<file path="src/rtl/nand_seq_pkg.sv">
package nand_seq_pkg;

  typedef enum logic [1:0] {
    OP_CMD   = 2'd0,
    OP_ADDR  = 2'd1,
    OP_WRITE = 2'd2,
    OP_READ  = 2'd3
  } nand_op_e;

  typedef enum logic [1:0] {
    SRC_CMD   = 2'd0,
    SRC_ADDR  = 2'd1,
    SRC_WDATA = 2'd2
  } byte_src_e;

  // strobes from control to datapath, one set per clock
  typedef struct packed {
    logic      ceOn;
    logic      cleOn;
    logic      aleOn;
    logic      weLow;
    logic      reLow;
    logic      drive;
    logic      latchReq;
    logic      loadByte;
    byte_src_e src;
    logic [2:0] addrIdx;
    logic      capture;
  } bus_ctl_t;

  localparam int PAGE_BYTES  = 2112;
  localparam int ADDR_CYCLES = 5;

  localparam logic [7:0] CMD_PROG_SETUP  = 8'h80;
  localparam logic [7:0] CMD_PROG_GO     = 8'h10;
  localparam logic [7:0] CMD_ERASE_SETUP = 8'h60;
  localparam logic [7:0] CMD_ERASE_GO    = 8'hD0;
  localparam logic [7:0] CMD_READ_GO     = 8'h30;

  function automatic logic isProtected(input logic [7:0] c);
    return (c == CMD_PROG_SETUP) || (c == CMD_PROG_GO) ||
           (c == CMD_ERASE_SETUP) || (c == CMD_ERASE_GO);
  endfunction

  function automatic logic startsBusy(input logic [7:0] c);
    return (c == CMD_PROG_GO) || (c == CMD_ERASE_GO) || (c == CMD_READ_GO);
  endfunction

endpackage

</file>
<file path="src/rtl/nand_seq_ctrl.sv">
module nand_seq_ctrl
  import nand_seq_pkg::*;
#(
  parameter int T_SETUP    = 2,
  parameter int T_PULSE    = 3,
  parameter int T_HOLD     = 2,
  parameter int BUSY_GUARD = 4,
  parameter int TIMEOUT    = 50000,
  parameter int LEN_W      = 12
) (
  input  logic             clk,
  input  logic             rstN,
  input  logic             reqValid,
  input  nand_op_e         reqOp,
  input  logic [7:0]       reqCmd,
  input  logic [11:0]      reqCol,
  input  logic [LEN_W-1:0] reqLen,
  input  logic             wpAllow,
  input  logic             rdySync,
  output logic             reqReady,
  output logic             wrTake,
  output bus_ctl_t         ctl,
  output logic             errCol,
  output logic             errWp,
  output logic             errTimeout
);

  localparam int PH_MAX = (T_SETUP > T_PULSE) ? ((T_SETUP > T_HOLD) ? T_SETUP : T_HOLD)
                                              : ((T_PULSE > T_HOLD) ? T_PULSE : T_HOLD);
  localparam int PH_W   = $clog2(PH_MAX + 1);
  localparam int TO_W   = $clog2(TIMEOUT + 1);
  localparam logic [11:0] COL_MAX = 12'(PAGE_BYTES - 1);

  typedef enum logic [2:0] {ST_IDLE, ST_SETUP, ST_PULSE, ST_HOLD, ST_BUSY} state_e;

  state_e           state;
  logic [PH_W-1:0]  phCnt;
  logic [LEN_W-1:0] byteIdx;
  logic [LEN_W-1:0] lenReg;
  nand_op_e         opReg;
  logic             busyAfter;
  logic [TO_W-1:0]  toCnt;

  logic colBad, wpBad, emptyRun, lastByte;

  assign colBad   = (reqOp == OP_ADDR) && (reqCol > COL_MAX);
  assign wpBad    = (reqOp == OP_CMD) && !wpAllow && isProtected(reqCmd);
  assign emptyRun = ((reqOp == OP_WRITE) || (reqOp == OP_READ)) && (reqLen == '0);

  always_comb begin
    case (opReg)
      OP_CMD:  lastByte = 1'b1;
      OP_ADDR: lastByte = (byteIdx == LEN_W'(ADDR_CYCLES - 1));
      default: lastByte = (byteIdx == lenReg - LEN_W'(1));
    endcase
  end

  always_ff @(posedge clk or negedge rstN) begin
    if (!rstN) begin
      state      <= ST_IDLE;
      phCnt      <= '0;
      byteIdx    <= '0;
      lenReg     <= '0;
      opReg      <= OP_CMD;
      busyAfter  <= 1'b0;
      toCnt      <= '0;
      errCol     <= 1'b0;
      errWp      <= 1'b0;
      errTimeout <= 1'b0;
    end else begin
      unique case (state)
        ST_IDLE: if (reqValid) begin
          errCol     <= colBad;
          errWp      <= wpBad;
          errTimeout <= 1'b0;
          opReg      <= reqOp;
          lenReg     <= reqLen;
          busyAfter  <= (reqOp == OP_CMD) && startsBusy(reqCmd);
          phCnt      <= '0;
          byteIdx    <= '0;
          if (!(colBad || wpBad || emptyRun)) state <= ST_SETUP;
        end
        ST_SETUP: begin
          if (phCnt == PH_W'(T_SETUP - 1)) begin
            phCnt <= '0;
            state <= ST_PULSE;
          end else phCnt <= phCnt + 1'b1;
        end
        ST_PULSE: begin
          if (phCnt == PH_W'(T_PULSE - 1)) begin
            phCnt <= '0;
            state <= ST_HOLD;
          end else phCnt <= phCnt + 1'b1;
        end
        ST_HOLD: begin
          if (phCnt == PH_W'(T_HOLD - 1)) begin
            phCnt <= '0;
            if (!lastByte) begin
              byteIdx <= byteIdx + 1'b1;
              state   <= ST_SETUP;
            end else if (busyAfter) begin
              toCnt <= '0;
              state <= ST_BUSY;
            end else state <= ST_IDLE;
          end else phCnt <= phCnt + 1'b1;
        end
        ST_BUSY: begin
          toCnt <= toCnt + 1'b1;
          if ((toCnt >= TO_W'(BUSY_GUARD)) && rdySync) state <= ST_IDLE;
          else if (toCnt == TO_W'(TIMEOUT - 1)) begin
            errTimeout <= 1'b1;
            state      <= ST_IDLE;
          end
        end
        default: state <= ST_IDLE;
      endcase
    end
  end

  logic active;
  assign active   = (state == ST_SETUP) || (state == ST_PULSE) || (state == ST_HOLD);
  assign reqReady = (state == ST_IDLE);

  always_comb begin
    ctl          = '0;
    ctl.ceOn     = active;
    ctl.cleOn    = active && (opReg == OP_CMD);
    ctl.aleOn    = active && (opReg == OP_ADDR);
    ctl.weLow    = (state == ST_PULSE) && (opReg != OP_READ);
    ctl.reLow    = (state == ST_PULSE) && (opReg == OP_READ);
    ctl.drive    = active && (opReg != OP_READ);
    ctl.latchReq = (state == ST_IDLE) && reqValid;
    ctl.loadByte = (state == ST_SETUP) && (phCnt == '0) && (opReg != OP_READ);
    ctl.addrIdx  = byteIdx[2:0];
    ctl.capture  = (state == ST_HOLD) && (phCnt == '0) && (opReg == OP_READ);
    case (opReg)
      OP_CMD:  ctl.src = SRC_CMD;
      OP_ADDR: ctl.src = SRC_ADDR;
      default: ctl.src = SRC_WDATA;
    endcase
  end

  assign wrTake = ctl.loadByte && (opReg == OP_WRITE);

  // a bad column is flagged and the sequencer never leaves idle
  p_col_reject_r4: assert property (@(posedge clk) disable iff (!rstN)
    (state == ST_IDLE && reqValid && reqOp == OP_ADDR && reqCol > COL_MAX)
      |=> (state == ST_IDLE && errCol));

  // a refused protected command starts no cycle
  p_wp_refuse_r8: assert property (@(posedge clk) disable iff (!rstN)
    (state == ST_IDLE && reqValid && reqOp == OP_CMD && !wpAllow && isProtected(reqCmd))
      |=> (state == ST_IDLE && errWp));

  // idle is only re-entered from busy once ready is seen, or on timeout
  p_busy_hold_r9: assert property (@(posedge clk) disable iff (!rstN)
    (state == ST_BUSY && !rdySync) |=> (state != ST_IDLE || errTimeout));

endmodule

</file>
<file path="src/rtl/nand_seq_dp.sv">
module nand_seq_dp
  import nand_seq_pkg::*;
#(
  parameter int T_PULSE = 3
) (
  input  logic        clk,
  input  logic        rstN,
  input  bus_ctl_t    ctl,
  input  logic [7:0]  reqCmd,
  input  logic [11:0] reqCol,
  input  logic [16:0] reqRow,
  input  logic [7:0]  wrData,
  input  logic        wpAllow,
  input  logic [7:0]  nandIoIn,
  input  logic        nandRdy,
  output logic        nandCeN,
  output logic        nandCle,
  output logic        nandAle,
  output logic        nandWeN,
  output logic        nandReN,
  output logic        nandWpN,
  output logic [7:0]  nandIoOut,
  output logic        nandIoOe,
  output logic [7:0]  rdData,
  output logic        rdValid,
  output logic        rdySync
);

  localparam int RUN_W = $clog2(T_PULSE + 2);

  logic [7:0]  cmdQ;
  logic [11:0] colQ;
  logic [16:0] rowQ;
  logic [7:0]  nextByte;
  logic [7:0]  addrByte;
  logic        rdyMeta;

  always_comb begin
    case (ctl.addrIdx)
      3'd0:    addrByte = colQ[7:0];
      3'd1:    addrByte = {4'b0000, colQ[11:8]};
      3'd2:    addrByte = rowQ[7:0];
      3'd3:    addrByte = rowQ[15:8];
      default: addrByte = {7'b0000000, rowQ[16]};
    endcase
    case (ctl.src)
      SRC_CMD:  nextByte = cmdQ;
      SRC_ADDR: nextByte = addrByte;
      default:  nextByte = wrData;
    endcase
  end

  always_ff @(posedge clk or negedge rstN) begin
    if (!rstN) begin
      nandCeN   <= 1'b1;
      nandCle   <= 1'b0;
      nandAle   <= 1'b0;
      nandWeN   <= 1'b1;
      nandReN   <= 1'b1;
      nandWpN   <= 1'b0;
      nandIoOut <= '0;
      nandIoOe  <= 1'b0;
      rdData    <= '0;
      rdValid   <= 1'b0;
      cmdQ      <= '0;
      colQ      <= '0;
      rowQ      <= '0;
      rdyMeta   <= 1'b0;
      rdySync   <= 1'b0;
    end else begin
      nandCeN  <= !ctl.ceOn;
      nandCle  <= ctl.cleOn;
      nandAle  <= ctl.aleOn;
      nandWeN  <= !ctl.weLow;
      nandReN  <= !ctl.reLow;
      nandIoOe <= ctl.drive;
      nandWpN  <= wpAllow;
      if (ctl.latchReq) begin
        cmdQ <= reqCmd;
        colQ <= reqCol;
        rowQ <= reqRow;
      end
      if (ctl.loadByte) nandIoOut <= nextByte;
      rdValid <= ctl.capture;
      if (ctl.capture) rdData <= nandIoIn;
      rdyMeta <= nandRdy;
      rdySync <= rdyMeta;
    end
  end

  // pulse-width monitors for the checks below
  logic [RUN_W-1:0] weRun, reRun;
  always_ff @(posedge clk or negedge rstN) begin
    if (!rstN) begin
      weRun <= '0;
      reRun <= '0;
    end else begin
      weRun <= nandWeN ? '0 : weRun + 1'b1;
      reRun <= nandReN ? '0 : reRun + 1'b1;
    end
  end

  p_we_width_r7: assert property (@(posedge clk) disable iff (!rstN)
    $rose(nandWeN) |-> (weRun == RUN_W'(T_PULSE)));

  p_re_width_r7: assert property (@(posedge clk) disable iff (!rstN)
    $rose(nandReN) |-> (reRun == RUN_W'(T_PULSE)));

  p_latch_excl_r3: assert property (@(posedge clk) disable iff (!rstN)
    !(nandCle && nandAle));

  p_strobe_ce_r2: assert property (@(posedge clk) disable iff (!rstN)
    (!nandWeN || !nandReN) |-> !nandCeN);

  p_read_quiet_r6: assert property (@(posedge clk) disable iff (!rstN)
    !nandReN |-> (nandWeN && !nandIoOe));

  p_byte_stable_r5: assert property (@(posedge clk) disable iff (!rstN)
    !nandWeN |-> $stable(nandIoOut));

endmodule

</file>
<file path="src/rtl/nand_bus_sequencer.sv">
module nand_bus_sequencer
  import nand_seq_pkg::*;
#(
  parameter int T_SETUP    = 2,
  parameter int T_PULSE    = 3,
  parameter int T_HOLD     = 2,
  parameter int BUSY_GUARD = 4,
  parameter int TIMEOUT    = 50000,
  parameter int LEN_W      = 12
) (
  input  logic             clk,
  input  logic             rstN,
  input  logic             reqValid,
  output logic             reqReady,
  input  logic [1:0]       reqOp,
  input  logic [7:0]       reqCmd,
  input  logic [11:0]      reqCol,
  input  logic [16:0]      reqRow,
  input  logic [LEN_W-1:0] reqLen,
  input  logic [7:0]       wrData,
  output logic             wrTake,
  output logic [7:0]       rdData,
  output logic             rdValid,
  input  logic             wpAllow,
  output logic             errCol,
  output logic             errWp,
  output logic             errTimeout,
  output logic             nandCeN,
  output logic             nandCle,
  output logic             nandAle,
  output logic             nandWeN,
  output logic             nandReN,
  output logic             nandWpN,
  output logic [7:0]       nandIoOut,
  output logic             nandIoOe,
  input  logic [7:0]       nandIoIn,
  input  logic             nandRdy
);

  bus_ctl_t ctl;
  logic     rdySync;

  nand_seq_ctrl #(
    .T_SETUP(T_SETUP), .T_PULSE(T_PULSE), .T_HOLD(T_HOLD),
    .BUSY_GUARD(BUSY_GUARD), .TIMEOUT(TIMEOUT), .LEN_W(LEN_W)
  ) u_ctrl (
    .clk(clk), .rstN(rstN), .reqValid(reqValid), .reqOp(nand_op_e'(reqOp)),
    .reqCmd(reqCmd), .reqCol(reqCol), .reqLen(reqLen), .wpAllow(wpAllow),
    .rdySync(rdySync), .reqReady(reqReady), .wrTake(wrTake), .ctl(ctl),
    .errCol(errCol), .errWp(errWp), .errTimeout(errTimeout)
  );

  nand_seq_dp #(.T_PULSE(T_PULSE)) u_dp (
    .clk(clk), .rstN(rstN), .ctl(ctl), .reqCmd(reqCmd), .reqCol(reqCol),
    .reqRow(reqRow), .wrData(wrData), .wpAllow(wpAllow), .nandIoIn(nandIoIn),
    .nandRdy(nandRdy), .nandCeN(nandCeN), .nandCle(nandCle), .nandAle(nandAle),
    .nandWeN(nandWeN), .nandReN(nandReN), .nandWpN(nandWpN), .nandIoOut(nandIoOut),
    .nandIoOe(nandIoOe), .rdData(rdData), .rdValid(rdValid), .rdySync(rdySync)
  );

endmodule

</file>
<file path="config.mk">
export PLATFORM = sky130hd
export DESIGN_NAME = nand_bus_sequencer
export DESIGN_NICKNAME = d
export VERILOG_FILES = /design/src/rtl/nand_seq_pkg.sv /design/src/rtl/nand_seq_ctrl.sv /design/src/rtl/nand_seq_dp.sv /design/src/rtl/nand_bus_sequencer.sv
export SDC_FILE = /design/constraint.sdc
export NUM_CORES = 1
export LEC_CHECK = 0
export ABC_AREA = 1
export BUFFER_PORTS_ARGS = -buffer_cell sky130_fd_sc_hd__buf_4
export CORE_MARGIN = 1
export CORE_UTILIZATION = 40
export CTS_CLUSTER_DIAMETER = 30
export DETAILED_ROUTE_END_ITERATION = 6
export REMOVE_ABC_BUFFERS = 1
export SYNTH_ARGS = -nofsm -noshare
export SYNTH_HDL_FRONTEND = slang
export SYNTH_SLANG_ARGS = --single-unit
</file>
<file path="constraint.sdc">
create_clock -name clk -period 2.3 [get_ports clk]
set_clock_uncertainty 0.15 [all_clocks]
set_input_delay 0.23 -clock clk [delete_from_list [all_inputs] [get_ports clk]]
set_output_delay 0.23 -clock clk [all_outputs]
set_load 0.005 [all_outputs]
</file>
==> results.py <==
metrics = {
    "run_status": {
        "status": "complete, no violations",
    },
    "floorplan": {
        "start_util_pct": 40.8,
        "row_count": 45,
        "dieHeight_um": 126,
        "pin_count": 101,
        "core_mm2": 0.0151,
        "dieWidth_um": 126,
        "dieArea_mm2": 0.0159,
    },
    "clocking": {
        "cts_sinks": 114,
        "cts.htree.levels": 4,
        "cts_tree": "done",
        "numCtsBuffers": 17,
        "clockRootBuffer": "clkbuf_16",
        "clkTransAtPathRegs_ps": 60,
        "insertion_delay_ps": 420,
        "clockBufferDepth": 2,
    },
    "detailed_routing": {
        "detail_route.wl_per_cell_um": 14.0,
        "num_vias": 5916,
        "dr.first_iter.drc_count": 357,
        "firstDrtPassIters": 5,
        "drc": 0,
        "routed_wl_mm": 17.0,
        "routed_via_density": 4.87,
        "drt.antenna.violating_nets": 0,
    },
    "worst_setup_path": {
        "end_kind": "register",
        "ff2ff_setup_slack_ps": 30,
        "worstSetupEndpoint": "u_ctrl.toCnt[10]",
        "startpoint_type": "register",
        "reg2reg_depth": 15,
        "r2r-end": "u_ctrl.toCnt[10]",
        "critPathRequiredTime_ps": 2450,
        "cp.arrival_ps": 2420,
        "r2r-start": "u_ctrl.lenReg[1]",
        "path_class": "register to register",
        "cp_max_fo": 8,
        "cp-startpoint": "u_ctrl.lenReg[1]",
    },
    "synthesis": {
        "ys_dominant_reg_cell": "dfrtp_1",
        "synth_edf_count": 0,
        "synthDistinctLibCells": 42,
        "netlist_area_mm2": 0.00617,
        "yosysSeqAreaShare_pct": 46.3,
        "syn_inst": 816,
        "synth.avg_cell_area_um2": 7.57,
        "synth-seq-cells": 114,
        "synthArstFlopShare_pct": 100,
        "ys_warn_count": 0,
    },
    "place": {
        "hpwlAfterDp_mm": 11.5,
        "preCtsSetupSlack_ps": -42.5,
        "io_buffers": 100,
        "globalplace.congestion": 0.865,
    },
    "power": {
        "max-vdd-ir-drop_mv": 0.656,
        "power_density_mw_per_mm2": 1110,
        "power.leakage_nw": 4.36,
    },
    "cells_and_area": {
        "final_common_cell": "nand2_1",
        "nets": 1094,
        "final_cell_mix": "nand2_1, buf_4, dfrtp_1",
        "postLayoutCoreUtil_pct": 58.0,
        "area_growth_pct": 42.3,
        "diodes": 0,
        "drive_above_1_share_pct": 23.6,
    },
    "sta": {
        "min_period_ps": 2270,
        "fin_crit_sh_pct": 98.7,
        "relSlewSlack_pct": 65.1,
        "setup_viol": 0,
        "fmax_ghz": 0.441,
        "final_max_slew_viol_count": 0,
        "worstMarginPinSlew_ps": 523,
        "hold_viol_final": 0,
        "grt_setup_unrepaired": "true",
        "worst_slack_ps": 30.3,
        "timing.hold.ws_ps": 3.51,
    },
    "worst_hold_path": {
        "min-delay-path-class": "input pin to register",
    },
    "grt": {
        "grt_overflow_total": 0,
        "grt_pass1_vias": 5882,
        "antenna_found_initial": 0,
        "grt_use_total_pct": 22.8,
        "grt_pass1_wl_mm": 28.5,
        "grt_start_max_net_pins": 63,
    },
    "run": {
        "max_cap_viol_count": 0,
    },
}
==> logic make-up after synthesis <==
group | count (synthesis) | share of synthesized area [%]
buf+inv | 111 | 7.32
xor+xnor | 13 | 1.84
fa+ha+maj | 8 | 1.62
flops | 114 | 46.3
simple gates | 501 | 36.2
compound gates | 69 | 6.81
==> repair_timing <==
action,4_1_cts,5_1_grt
setup endpoints to repair,27,30
hold buffers,67,0
setup buffers,4,5
pin swaps,8,7
cloned,1,1
gates resized for setup,6,37
hold endpoints to repair,101,0
==> synthesized netlist by cell type, types with 9 or more instances <==
| cell type | number | area (um^2) |
|---|---|---|
| nand2_2 | 16 | 100 |
| xor2_1 | 13 | 114 |
| clkbuf_1 | 13 | 48.8 |
| nor4_1 | 10 | 62.6 |
| nor3_1 | 10 | 50.1 |
| dfrtp_1 | 111 | 2780 |
| inv_2 | 10 | 37.5 |
| inv_1 | 78 | 293 |
| nor2_1 | 55 | 206 |
| a21oi_1 | 9 | 45.0 |
| nand3_1 | 63 | 315 |
| o21ai_0 | 36 | 180 |
| nand4_1 | 20 | 125 |
| nand2_1 | 300 | 1130 |
==> metal layers <==
layer / GRT usage, % / share of wire, % / vias to the layer above
met5: 0 / 0 / -
met4: 6.31 / 1.2 / 0
met3: 4.84 / 4.0 / 15
met2: 37.5 / 47 / 129
met1: 30.3 / 47 / 2755
li1: - / - / 3017
==> critical path: stages, from the launching register on <==
cell and delay [ps]:
dfrtp_1 400, buf_6 130, nor2_4 130, buf_6 120, nand3_1 80, nand2_2 80
nand3_1 60, nand2_1 60, nand3_1 90, nor3_2 210, nand2_2 110, nand3_4 120
buf_12 130, nand3_4 140, nand2_1 100, nand2_1 60
==> flip-flops by register name (all words and copies together) (netlist names), 2 cells and up <==
register        flops
u_ctrl.phCnt        2
u_dp.nandIoOut      8
u_ctrl.state        3
u_ctrl.opReg        2
u_ctrl.toCnt       16
u_dp.colQ          12
u_dp.cmdQ           8
u_ctrl.lenReg      12
u_dp.rowQ          17
u_dp.rdData         8
u_ctrl.byteIdx     12
==> per-stage QoR <==
step	area [um^2]	instances	power [mW]	setup TNS, ps
5_1_grt	8780	1215	10.5	-1880
3_5_place_dp	7280	1105	6.71	-602
4_1_cts	8570	1209	9.43	0
3_3_place_gp	7280	1105	6.64	0
6_report	8780	1215	9.73	0
2_1_floorplan	6050	793	5.26	-69680
==> final cells by class <==
class / instances / area (um^2)
fill: 1446 / 6360
multi-input combinational: 592 / 3030
sequential: 114 / 2860
timing repair buffer: 201 / 1770
clock buffer: 19 / 453
inverter: 88 / 333
tap: 188 / 235
clock inverter: 13 / 103
==> worst min-delay path by stage <==
stage,endpoint,slack (ps),start,depth (start not counted)
floorplan,u_ctrl.busyAfter,-220,rstN,0
global placement,u_ctrl.lenReg[3],90,rstN,1
detailed placement,u_ctrl.lenReg[3],90,rstN,1
CTS,u_dp.nandIoOut[2],4,wrData[2],3
global route,u_dp.nandIoOut[2],20,wrData[2],3
finish,u_dp.nandIoOut[2],4,wrData[2],3
==> power breakdown <==
| group | internal, mW | leakage [nW] | switching (mW) |
|---|---|---|---|
| registers | 2.69 | 1.44 | 0.469 |
| logic | 1.71 | 2.65 | 2.37 |
| clock network | 1.45 | 0.267 | 1.03 |
| total | 5.85 | 4.36 | 3.87 |
(Power assumes the default switching activity.)
